## config.mk

```make
export PLATFORM = sky130hd
export DESIGN_NAME = status_event_group
export DESIGN_NICKNAME = d
export VERILOG_FILES = /design/src/rtl/stsgrp_pkg.sv /design/src/rtl/stsgrp_sampler.sv /design/src/rtl/stsgrp_latch.sv /design/src/rtl/stsgrp_access.sv /design/src/rtl/status_event_group.sv
export SDC_FILE = /design/constraint.sdc
export NUM_CORES = 1
export LEC_CHECK = 0
export BUFFER_PORTS_ARGS = -buffer_cell sky130_fd_sc_hd__buf_2
export CAP_MARGIN = 20
export CORE_MARGIN = 2
export CORE_UTILIZATION = 62
export DETAILED_ROUTE_END_ITERATION = 6
export HOLD_SLACK_MARGIN = 0.02
export PLACE_DENSITY = 0.95
export SLEW_MARGIN = 20
export SYNTH_ARGS = -nofsm -noshare
export SYNTH_HDL_FRONTEND = slang
export SYNTH_SLANG_ARGS = --single-unit
```

## constraint.sdc

```tcl
create_clock -name clk -period 2.4 [get_ports clk]
set_clock_uncertainty 0.1 [all_clocks]
set_input_delay 0.36 -clock clk [delete_from_list [all_inputs] [get_ports clk]]
set_output_delay 0.36 -clock clk [all_outputs]
set_load 0.01 [all_outputs]
```

## src/rtl/stsgrp_pkg.sv

```systemverilog
package stsgrp_pkg;
    localparam int unsigned STS_W   = 16;
    localparam int unsigned SEL_W   = 3;

    typedef enum logic [SEL_W-1:0] {
        SEL_COND  = 3'd0,
        SEL_RISE  = 3'd1,
        SEL_FALL  = 3'd2,
        SEL_EVENT = 3'd3,
        SEL_MASK  = 3'd4
    } reg_sel_e;

    typedef enum logic [0:0] {
        ST_IDLE = 1'b0,
        ST_RESP = 1'b1
    } acc_state_e;
endpackage

```

## src/rtl/stsgrp_sampler.sv

```systemverilog
module stsgrp_sampler #(
    parameter int unsigned W = 16
) (
    input  logic         clk,
    input  logic         rst_n,
    input  logic [W-1:0] cond_in,
    output logic [W-1:0] cond_q,
    output logic [W-1:0] prev_q,
    output logic [W-1:0] rise,
    output logic [W-1:0] fall
);
    // one sampling stage, then one history stage for edge detection
    always_ff @(posedge clk or negedge rst_n) begin
        if (!rst_n) begin
            cond_q <= '0;
            prev_q <= '0;
        end else begin
            cond_q <= cond_in;
            prev_q <= cond_q;
        end
    end

    always_comb begin
        rise = cond_q & ~prev_q;
        fall = ~cond_q & prev_q;
    end
endmodule

```

## src/rtl/stsgrp_latch.sv

```systemverilog
module stsgrp_latch #(
    parameter int unsigned W = 16
) (
    input  logic         clk,
    input  logic         rst_n,
    input  logic [W-1:0] rise,
    input  logic [W-1:0] fall,
    input  logic [W-1:0] rise_mask,
    input  logic [W-1:0] fall_mask,
    input  logic         clr,
    output logic [W-1:0] event_q
);
    for (genvar b = 0; b < W; b++) begin : g_bit
        logic hit;
        assign hit = (rise[b] & rise_mask[b]) | (fall[b] & fall_mask[b]);

        // a new hit wins over the clear so no transition is lost
        always_ff @(posedge clk or negedge rst_n) begin
            if (!rst_n)
                event_q[b] <= 1'b0;
            else if (hit)
                event_q[b] <= 1'b1;
            else if (clr)
                event_q[b] <= 1'b0;
        end
    end
endmodule

```

## src/rtl/stsgrp_access.sv

```systemverilog
module stsgrp_access
    import stsgrp_pkg::*;
#(
    parameter int unsigned W      = 16,
    parameter int unsigned SW     = 3
) (
    input  logic          clk,
    input  logic          rst_n,
    input  logic          acc_valid,
    input  logic          acc_write,
    input  logic [SW-1:0] acc_sel,
    input  logic [W-1:0]  acc_wdata,
    input  logic [W-1:0]  cond_q,
    input  logic [W-1:0]  event_q,
    output logic [W-1:0]  rise_mask,
    output logic [W-1:0]  fall_mask,
    output logic [W-1:0]  en_mask,
    output logic          clr_event,
    output logic          rd_valid,
    output logic [W-1:0]  rd_data
);
    localparam logic [W-1:0] RISE_RST = {W{1'b1}};

    acc_state_e state_q, state_d;
    logic       rd_req, wr_req;
    logic [W-1:0] rd_mux;

    assign rd_req    = acc_valid && !acc_write;
    assign wr_req    = acc_valid &&  acc_write;
    assign clr_event = rd_req && (acc_sel == SW'(SEL_EVENT));

    always_comb begin
        unique case (acc_sel)
            SW'(SEL_COND):  rd_mux = cond_q;
            SW'(SEL_RISE):  rd_mux = rise_mask;
            SW'(SEL_FALL):  rd_mux = fall_mask;
            SW'(SEL_EVENT): rd_mux = event_q;
            SW'(SEL_MASK):  rd_mux = en_mask;
            default:        rd_mux = '0;
        endcase
    end

    // next-state logic
    always_comb begin
        state_d = state_q;
        unique case (state_q)
            ST_IDLE: if (rd_req)  state_d = ST_RESP;
            ST_RESP: if (!rd_req) state_d = ST_IDLE;
            default: state_d = ST_IDLE;
        endcase
    end

    // state register and read data capture
    always_ff @(posedge clk or negedge rst_n) begin
        if (!rst_n) begin
            state_q <= ST_IDLE;
            rd_data <= '0;
        end else begin
            state_q <= state_d;
            if (rd_req)
                rd_data <= rd_mux;
        end
    end

    // output process
    always_comb begin
        unique case (state_q)
            ST_RESP: rd_valid = 1'b1;
            default: rd_valid = 1'b0;
        endcase
    end

    // writable masks
    always_ff @(posedge clk or negedge rst_n) begin
        if (!rst_n) begin
            rise_mask <= RISE_RST;
            fall_mask <= '0;
            en_mask   <= '0;
        end else if (wr_req) begin
            unique case (acc_sel)
                SW'(SEL_RISE): rise_mask <= acc_wdata;
                SW'(SEL_FALL): fall_mask <= acc_wdata;
                SW'(SEL_MASK): en_mask   <= acc_wdata;
                default: ;
            endcase
        end
    end
endmodule

```

## src/rtl/status_event_group.sv

```systemverilog
module status_event_group
    import stsgrp_pkg::*;
#(
    parameter int unsigned W  = STS_W,
    parameter int unsigned SW = SEL_W
) (
    input  logic          clk,
    input  logic          rst_n,
    input  logic [W-1:0]  cond_in,
    input  logic          acc_valid,
    input  logic          acc_write,
    input  logic [SW-1:0] acc_sel,
    input  logic [W-1:0]  acc_wdata,
    output logic          rd_valid,
    output logic [W-1:0]  rd_data,
    output logic          summary
);
    logic [W-1:0] cond_q, prev_q, rise, fall;
    logic [W-1:0] rise_mask, fall_mask, en_mask, event_q;
    logic         clr_event;

    stsgrp_sampler #(.W(W)) u_sampler (
        .clk     (clk),
        .rst_n   (rst_n),
        .cond_in (cond_in),
        .cond_q  (cond_q),
        .prev_q  (prev_q),
        .rise    (rise),
        .fall    (fall)
    );

    stsgrp_latch #(.W(W)) u_latch (
        .clk       (clk),
        .rst_n     (rst_n),
        .rise      (rise),
        .fall      (fall),
        .rise_mask (rise_mask),
        .fall_mask (fall_mask),
        .clr       (clr_event),
        .event_q   (event_q)
    );

    stsgrp_access #(.W(W), .SW(SW)) u_access (
        .clk       (clk),
        .rst_n     (rst_n),
        .acc_valid (acc_valid),
        .acc_write (acc_write),
        .acc_sel   (acc_sel),
        .acc_wdata (acc_wdata),
        .cond_q    (cond_q),
        .event_q   (event_q),
        .rise_mask (rise_mask),
        .fall_mask (fall_mask),
        .en_mask   (en_mask),
        .clr_event (clr_event),
        .rd_valid  (rd_valid),
        .rd_data   (rd_data)
    );

    assign summary = |(event_q & en_mask);
endmodule

```

==> results of run 1 <==
worst max-delay path, delay by kind of cell (launching register included):
family          cells  cell delay (ps)
compound gates      2              560
buf+inv             1              180
flops               1              410
simple gates        1              190
cell type report:
cell class | count | area [µm²] | area share [%]
sequential | 113 | 2848 | 47.99
multi-input combinational | 194 | 1704 | 28.72
timing repair buffer | 100 | 708.2 | 11.93
clock buffer | 28 | 515.5 | 8.686
tap | 99 | 123.9 | 2.087
clock inverter | 4 | 25.02 | 0.4217
inverter | 2 | 7.507 | 0.1265
antenna | 1 | 2.502 | 0.04217
sequential cells by signal, summed over array words and instances, names as in the netlist:
| name | count |
|---|---|
| u_latch.event_q | 16 |
| u_access.en_mask | 16 |
| u_access.fall_mask | 16 |
| u_access.state_q | 1 |
| u_access.rd_data | 16 |
| u_sampler.prev_q | 16 |
| u_access.rise_mask | 16 |
| u_sampler.cond_q | 16 |
stage by stage:
step	util, %	hold WS (ps)
2_1_floorplan	-	-35.59
3_3_place_gp	69.78	173.2
3_5_place_dp	69.78	172.6
4_1_cts	81.78	168.5
5_1_grt	81.82	199.0
6_report	81.82	158.2
cell usage in the layout (no fill, tap or decap), types with 2 or more instances in the layout:
master	synthesis	final
dfrtp_1	97	97
buf_2	4	55
mux2_2	38	38
dlygate4sd3_1	0	33
mux2i_1	32	32
nand2_1	17	17
o22ai_1	16	16
a221o_1	16	16
nand3b_1	16	16
o21ai_0	16	16
o211ai_1	16	16
clkbuf_16	0	16
dfstp_2	16	16
buf_4	2	11
mux2_4	10	10
clkbuf_8	0	7
clkbuf_1	7	5
a22o_1	4	4
a221oi_1	4	4
nand2b_1	2	2
nor3_2	1	2
clkinvlp_4	0	2
clkinv_2	0	2
metal layers:
layer,vias up,track usage [%],part of all wire (%)
li1,1449,-,-
met1,1794,39.64,38
met2,266,51.25,48
met3,62,10.18,8.7
met4,0,22.95,5.1
met5,-,0,0
how the worst max path moves through the flow:
stage / startpoint / endpoint / slack [ps] / cells past startpoint
floorplan: acc_sel[1] / u_access.fall_mask[10] / 550 / 6
detailed placement: acc_sel[1] / u_access.fall_mask[6] / 410 / 5
global route: u_latch.event_q[13] / summary / 3 / 4
global placement: acc_sel[2] / u_access.rd_data[6] / 450 / 4
CTS: u_latch.event_q[13] / summary / 80 / 4
finish: u_latch.event_q[13] / summary / 50 / 4
power by group through the flow:
stage / logic, mW / clock network, mW / registers [mW]
after floorplan: 0.479 / 0 / 2.50
after global placement: 0.676 / 0 / 2.55
after detailed placement: 0.722 / 0 / 2.58
after CTS: 0.788 / 2.26 / 2.56
after global routing: 0.873 / 2.40 / 2.62
final: 0.814 / 2.30 / 2.59
repair_timing:
item,in CTS,in global routing
hold endpoints to repair,136,0
buffers inserted,0,0
hold buffers,33,0
gates resized for setup,0,0
logic make-up (layout without fill, tap and decap cells):
group,count (synthesis),count (layout),synth area share [%]
flops,113,113,61.51
mux,80,80,19.41
compound gates,72,72,11.46
simple gates,42,42,5.649
buf+inv,19,134,1.973
other cells,0,1,0
==> results.json, run 1 <==
{
  "synth_top_area_share_pct": 52.43,
  "clock_power_share_pct": 40.3,
  "cts.clk_slew.worst_paths_ps": 60,
  "synth-edff-count": 0,
  "comb_power_share_pct": 14.3,
  "start_util_pct": 63.83,
  "yosys-top-cells-count": "dfrtp_1, mux2_2, mux2i_1, nand2_1",
  "layout_min_cycle_time_ps": 2346,
  "antenna_left": 0,
  "ys_ff_latch": 113,
  "reg2reg_slack_ps": 1120,
  "area_delta_synth_final_pct": 28.19,
  "fmax_mhz": 426.3,
  "outcome": "completed",
  "async_flop_share_pct": 100.0,
  "grt_pass1_vias": 3804,
  "instances_no_fill": 541,
  "setup_violations": 0,
  "synth_area_leader_cell": "dfrtp_1",
  "drt-total-wl_um": 13000,
  "syn-num-nets": 365,
  "endpoint_kind": "output pin",
  "die_w_um": 90.41,
  "seq_power_share_pct": 45.5,
  "finalCritPeriodShare_pct": 97.75,
  "gr-usage-all-layers_pct": 33.05,
  "synth_area_leaders": "dfrtp_1, mux2_2, dfstp_2, mux2i_1, a221o_1",
  "netlist_area_um2": 4629,
  "fin_nets": 467,
  "fillCellCount": 349,
  "grt_pass1_wl_um": 20270,
  "hold_path.class": "input port to async pin",
  "dr_total_vias": 3571,
  "cts_buffers": 17,
  "vias_per_cell": 6.601,
  "drive_gt1_share_pct": 36.96,
  "timing.rr.end": "u_access.rd_data[2]",
  "synth_ff_type": "dfrtp_1",
  "switching_share_pct": 27.25,
  "switchingPower_mw": 1.556,
  "r2r-start": "u_sampler.cond_q[2]",
  "crit_type": "register to output pin",
  "wl_per_cell_um": 24.04,
  "post-place-ws_ps": 408.6,
  "rsz0062_at_grt": "no",
  "gp_congestion": 0.7873,
  "cts_tree": "done",
  "tightestPinTransition_ps": 770.2,
  "irDropWorstVdd_v": 0.0006541,
  "maxSlewViolCount": 0,
  "placed_area_um2": 5061,
  "finalPower_mw": 5.708,
  "cell_internal_pwr_mw": 4.153,
  "critPathArrivalTime_ps": 1890,
  "cap_violations": 0,
  "ios": 57,
  "die_h_um": 90.41,
  "grt_max_degree": 66,
  "cp_max_fo": 3,
  "synth_cell_type_count": 28,
  "setup_tns_ps": 0,
  "dp.cells": 475,
  "finish.instance_area_um2": 5934,
  "grt_overflow": 0,
  "drtPass1Iterations": 5,
  "critPathMaxStageDelay_ps": 410,
  "antenna_found_initial": 1,
  "startpoint_type": "register",
  "coreArea_um2": 7253,
  "seq_area_frac_synth_pct": 61.51,
  "root_buffer": "clkbuf_8",
  "syn-mean-instance-area_um2": 14.20,
  "finalWorstSetupSlack_ps": 54.09,
  "syn_inst": 326,
  "port_buffers": 56,
  "htreeDepth": 4,
  "rows": 31,
  "clockBufferDepth": 2,
  "power_density_nw_per_um2": 961.9,
  "cp_cell_sequence": "a22o_1 > a221oi_1 > nand4_1 > buf_2",
  "die_area_um2": 8174,
  "rr_worst_depth": 3,
  "p_leak_nw": 2.669,
  "cts.sinks": 113,
  "critPathSlowestCell": "dfrtp_1",
  "crit_required_ps": 1940,
  "relSlewSlack_pct": 48.37,
  "yosys_warnings": 0,
  "clk_latency_ps": 550,
  "synth.most_common_cell": "dfrtp_1",
  "drc": 0,
  "first_iter_violations": 426,
  "hold_violations": 0,
  "dp_hpwl_um": 6679
}
Note: power is estimated with default switching activity, not from simulation.
==> run 2: changes to the inputs <==
Settings changed: CORE_MARGIN 2 to not set.
==> results.json, run 2 (synthesized netlist as in run 1, its figures left out) <==
{
  "antenna_found_initial": 0,
  "dp_hpwl_um": 6690,
  "power_density_nw_per_um2": 981.7,
  "rsz0062_at_grt": "no",
  "timing.rr.end": "u_access.rd_data[6]",
  "wl_per_cell_um": 23.82,
  "grt_overflow": 0,
  "hold_violations": 0,
  "cp_max_fo": 3,
  "dr_total_vias": 3497,
  "ios": 57,
  "multi_input_area_um2": 1717,
  "die_h_um": 88.41,
  "hold_path.class": "input port to register",
  "outcome": "completed",
  "maxSlewViolCount": 0,
  "crit_type": "register to output pin",
  "relSlewSlack_pct": 45.66,
  "fillCellCount": 355,
  "coreArea_um2": 7253,
  "drt-total-wl_um": 12790,
  "antenna-diode-count": 0,
  "grt_pass1_vias": 3636,
  "reg2reg_slack_ps": 1100,
  "setup_tns_ps": 0,
  "rows": 31,
  "switchingPower_mw": 1.546,
  "drc": 0,
  "rr_worst_depth": 3,
  "critPathArrivalTime_ps": 1820,
  "irDropWorstVdd_v": 0.0005749,
  "seq_power_share_pct": 44.6,
  "hold_start": "acc_wdata[1]",
  "setup_violations": 0,
  "regArea_um2": 2848,
  "startpoint_type": "register",
  "cap_violations": 0,
  "cts.clk_slew.worst_paths_ps": 60,
  "antenna_left": 0,
  "grt_max_degree": 41,
  "r2r-start": "u_access.fall_mask[6]",
  "grt_pass1_wl_um": 19200,
  "cts_buffers": 17,
  "root_buffer": "clkbuf_8",
  "fin_nets": 465,
  "drive_gt1_share_pct": 37.90,
  "switching_share_pct": 26.41,
  "fmax_mhz": 438.4,
  "comb_power_share_pct": 13.9,
  "port_buffers": 56,
  "area_delta_synth_final_pct": 28.81,
  "endpoint_kind": "output pin",
  "drtPass1Iterations": 6,
  "htreeDepth": 4,
  "clock_power_share_pct": 41.5,
  "first_iter_violations": 373,
  "clockBufferDepth": 2,
  "finalPower_mw": 5.854,
  "start_util_pct": 63.83,
  "min_to": "u_access.rise_mask[1]",
  "gp_congestion": 0.8037,
  "vias_per_cell": 6.512,
  "cts.sinks": 113,
  "layout_common_cells": "dfrtp_1, buf_2, mux2_2",
  "finalCritPeriodShare_pct": 95.05,
  "crit_required_ps": 1940,
  "tightestPinTransition_ps": 812.5,
  "p_leak_nw": 2.691,
  "die_area_um2": 7816,
  "layout_min_cycle_time_ps": 2281,
  "die_w_um": 88.41,
  "gr-usage-all-layers_pct": 34.51,
  "cell_internal_pwr_mw": 4.308,
  "final_common_cell": "dfrtp_1",
  "clk_latency_ps": 520,
  "startpoint": "u_latch.event_q[12]",
  "cts_tree": "done",
  "hold_path_depth": 2
}
[run 2: worst max path at each step]
stage / end / depth (start not counted) / slack, ps
after floorplan: u_access.fall_mask[10] / 6 / 550
after global placement: u_access.rd_data[8] / 4 / 420
after detailed placement: u_access.rd_data[6] / 6 / 300
after CTS: summary / 4 / 50
after global routing: summary / 4 / 40
final: summary / 4 / 120
[run 2: layout make-up]
class,count,share of cell area [%]
inverters,2,0.1259
repair buffers,98,11.54
multi-input cells,194,28.79
well taps,99,2.077
clock inverters,4,0.7973
clock buffers,27,8.917
flip-flops and latches,113,47.75
[run 2: through the flow]
step / setup slack, ps / hold slack (ps) / std cells / instance area [µm²] / utilization (%)
floorplan: 549.8 / -35.59 / 326 / 4629 / -
global placement: 417.4 / 264.5 / 475 / 5061 / 69.78
detailed placement: 299.4 / 270.2 / 475 / 5061 / 69.78
CTS: 53.04 / 20.26 / 537 / 5951 / 82.04
global route: 42.52 / 27.51 / 537 / 5963 / 82.21
finish: 118.7 / 35.60 / 537 / 5963 / 82.21
[run 2: layer usage]
| metal | share of wire, % | global-route usage (%) | wire, µm | vias to the layer above |
|---|---|---|---|---|
| li1 | - | - | - | 1440 |
| met1 | 40 | 43.04 | 5073 | 1735 |
| met2 | 49 | 54.20 | 6213 | 259 |
| met3 | 7.8 | 9.981 | 999 | 63 |
| met4 | 4.0 | 19.94 | 506 | 0 |
| met5 | 0 | 0 | 0 | - |
[run 2: worst max-delay path, stage by stage, from the launching register on]
cell and delay (ps):
dfrtp_1 420, a22o_1 250, a221oi_1 290, nand4_1 170
buf_2 170
[run 2: power by group through the flow]
| stage | Clock (mW) | Sequential, mW | Combinational (mW) |
|---|---|---|---|
| floorplan | 0 | 2.50 | 0.479 |
| global placement | 0 | 2.56 | 0.673 |
| detailed placement | 0 | 2.59 | 0.722 |
| CTS | 2.43 | 2.57 | 0.779 |
| global route | 2.54 | 2.63 | 0.874 |
| finish | 2.43 | 2.61 | 0.811 |
[run 2: what timing repair did]
| action | CTS | global route |
|---|---|---|
| buffers inserted | 0 | 0 |
| gates resized for setup | 0 | 1 |
| endpoints found under the setup margin | 0 | 1 |
| hold buffers | 31 | 0 |
| endpoints found under the hold margin | 80 | 0 |
==> run 3: changes to the inputs <==
Settings changed: GPL_TIMING_DRIVEN set to 0.
==> results.json, run 3 (synthesized netlist as in run 1, its figures left out) <==
{
  "outcome": "completed",
  "htreeDepth": 4,
  "p_leak_nw": 2.692,
  "cap_violations": 0,
  "critPathMaxStageDelay_ps": 410,
  "post-place-ws_ps": -5.142,
  "drtPass1Iterations": 7,
  "tightestPinTransition_ps": 1013,
  "grt_overflow": 0,
  "critPathArrivalTime_ps": 1890,
  "finalWorstSetupSlack_ps": 45.78,
  "antenna_left": 0,
  "cp_cell_sequence": "a22o_1 > a221oi_1 > nand4_1 > buf_2",
  "area_delta_synth_final_pct": 29.38,
  "root_buffer": "clkbuf_8",
  "fin_util_pct": 82.58,
  "critPathSlowestCell": "dfrtp_1",
  "dp.cells": 481,
  "layout_common_cells": "dfrtp_1, buf_2, mux2_2",
  "cp_max_fo": 3,
  "die_h_um": 88.41,
  "drc": 0,
  "final_common_cell": "dfrtp_1",
  "endpoint_kind": "output pin",
  "dp_hpwl_um": 7107,
  "rows": 31,
  "finish.instance_area_um2": 5989,
  "hold_violations": 0,
  "die_area_um2": 7816,
  "crit_required_ps": 1940,
  "finalPower_mw": 6.135,
  "grt_pass1_wl_um": 20310,
  "drive_gt1_share_pct": 36.73,
  "clockBufferDepth": 2,
  "gr-usage-all-layers_pct": 36.93,
  "startpoint_type": "register",
  "relSlewSlack_pct": 32.31,
  "die_w_um": 88.41,
  "setup_violations": 0,
  "hold_path.class": "input port to register",
  "gp_congestion": 0.8686,
  "cts_tree": "done",
  "coreArea_um2": 7253,
  "irDropWorstVdd_v": 0.0005581,
  "cts_buffers": 17,
  "placed_area_um2": 5062,
  "fin_nets": 468,
  "antenna_found_initial": 0,
  "start_util_pct": 63.83,
  "maxSlewViolCount": 0,
  "layout_min_cycle_time_ps": 2354,
  "drt-total-wl_um": 12930,
  "cts.clk_slew.worst_paths_ps": 50,
  "clk_latency_ps": 520,
  "port_buffers": 55,
  "fillCellCount": 340,
  "grt_max_degree": 65,
  "cts_setup_buffers": 0,
  "crit_type": "register to output pin",
  "rsz0062_at_grt": "no",
  "instances_no_fill": 540,
  "first_iter_violations": 531,
  "antenna-diode-count": 0,
  "power_density_nw_per_um2": 1024,
  "wl_per_cell_um": 23.95,
  "cts.sinks": 113,
  "grt_pass1_vias": 3709,
  "vias_per_cell": 6.589,
  "fmax_mhz": 424.8,
  "dr_total_vias": 3558,
  "finalCritPeriodShare_pct": 98.09,
  "ios": 57
}
[run 3: cell types whose count changed in the layout (fill, tap and decap cells not counted), moves of 2 or more]
cell / before / now
buf_2: 55 / 58
clkbuf_1: 2 / 8
buf_6: 0 / 2
buf_1: 0 / 3
clkbuf_8: 9 / 4
buf_4: 11 / 2
bufinv_16: 1 / 5
dlygate4sd3_1: 31 / 28
[run 3: repair_timing]
action,CTS,global route
endpoints found under the setup margin,0,1
hold buffers,27,1
hold endpoints to repair,81,1
gates resized for setup,0,1
[run 3: where the power goes]
group,leakage [nW],internal (mW),switching [mW]
combinational,1.06,0.440,0.371
sequential,1.32,2.28,0.316
clock,0.314,1.86,0.866
[run 3: critical path, delay by kind of cell, from the launching register on]
family | cells | cell delay (ps)
AO/OA/AOI/OAI | 2 | 580
flip-flops | 1 | 410
AND/OR/NAND/NOR | 1 | 200
buffers and inverters | 1 | 190
[run 3: final timing paths]
kind / startpoint / end / slack (ps) / cells past startpoint
worst max-delay path: u_latch.event_q[13] / summary / 50 / 4
worst min-delay path: acc_wdata[3] / u_access.rise_mask[3] / 30 / 2
worst max register to register: u_access.fall_mask[2] / u_access.rd_data[2] / 1100 / 3
worst min register to register: u_sampler.cond_q[13] / u_sampler.prev_q[13] / 320 / 0
max in group asynchronous: rst_n / u_access.rise_mask[10] / 1240 / 3
min in group asynchronous: rst_n / u_sampler.prev_q[7] / 250 / 2
[run 3: through the flow]
stage	setup TNS [ps]	hold WS (ps)
2_1_floorplan	0	-35.59
3_3_place_gp	-30910	296.8
3_5_place_dp	-5.142	227.6
4_1_cts	0	22.88
5_1_grt	0	26.81
6_report	0	26.53
[run 3: area by class of cell]
| type | instances | area, µm² | area share, % |
|---|---|---|---|
| clock buffer | 21 | 459.2 | 7.667 |
| inverter | 2 | 7.507 | 0.1253 |
| timing repair buffer | 84 | 589.3 | 9.839 |
| clock inverter | 10 | 181.4 | 3.029 |
| sequential | 113 | 2848 | 47.55 |
| tap | 99 | 123.9 | 2.068 |
| multi-input combinational | 194 | 1697 | 28.33 |
| buffer | 17 | 83.83 | 1.400 |
[run 3: routing by layer]
metal	vias to the layer above	routed length [µm]	global-route usage (%)	part of all wire, %
met5	-	0	0	0
met4	0	618	22.29	4.8
met3	68	1154	11.57	8.9
met2	282	6369	56.57	49
met1	1760	4788	46.30	37
li1	1448	-	-	-
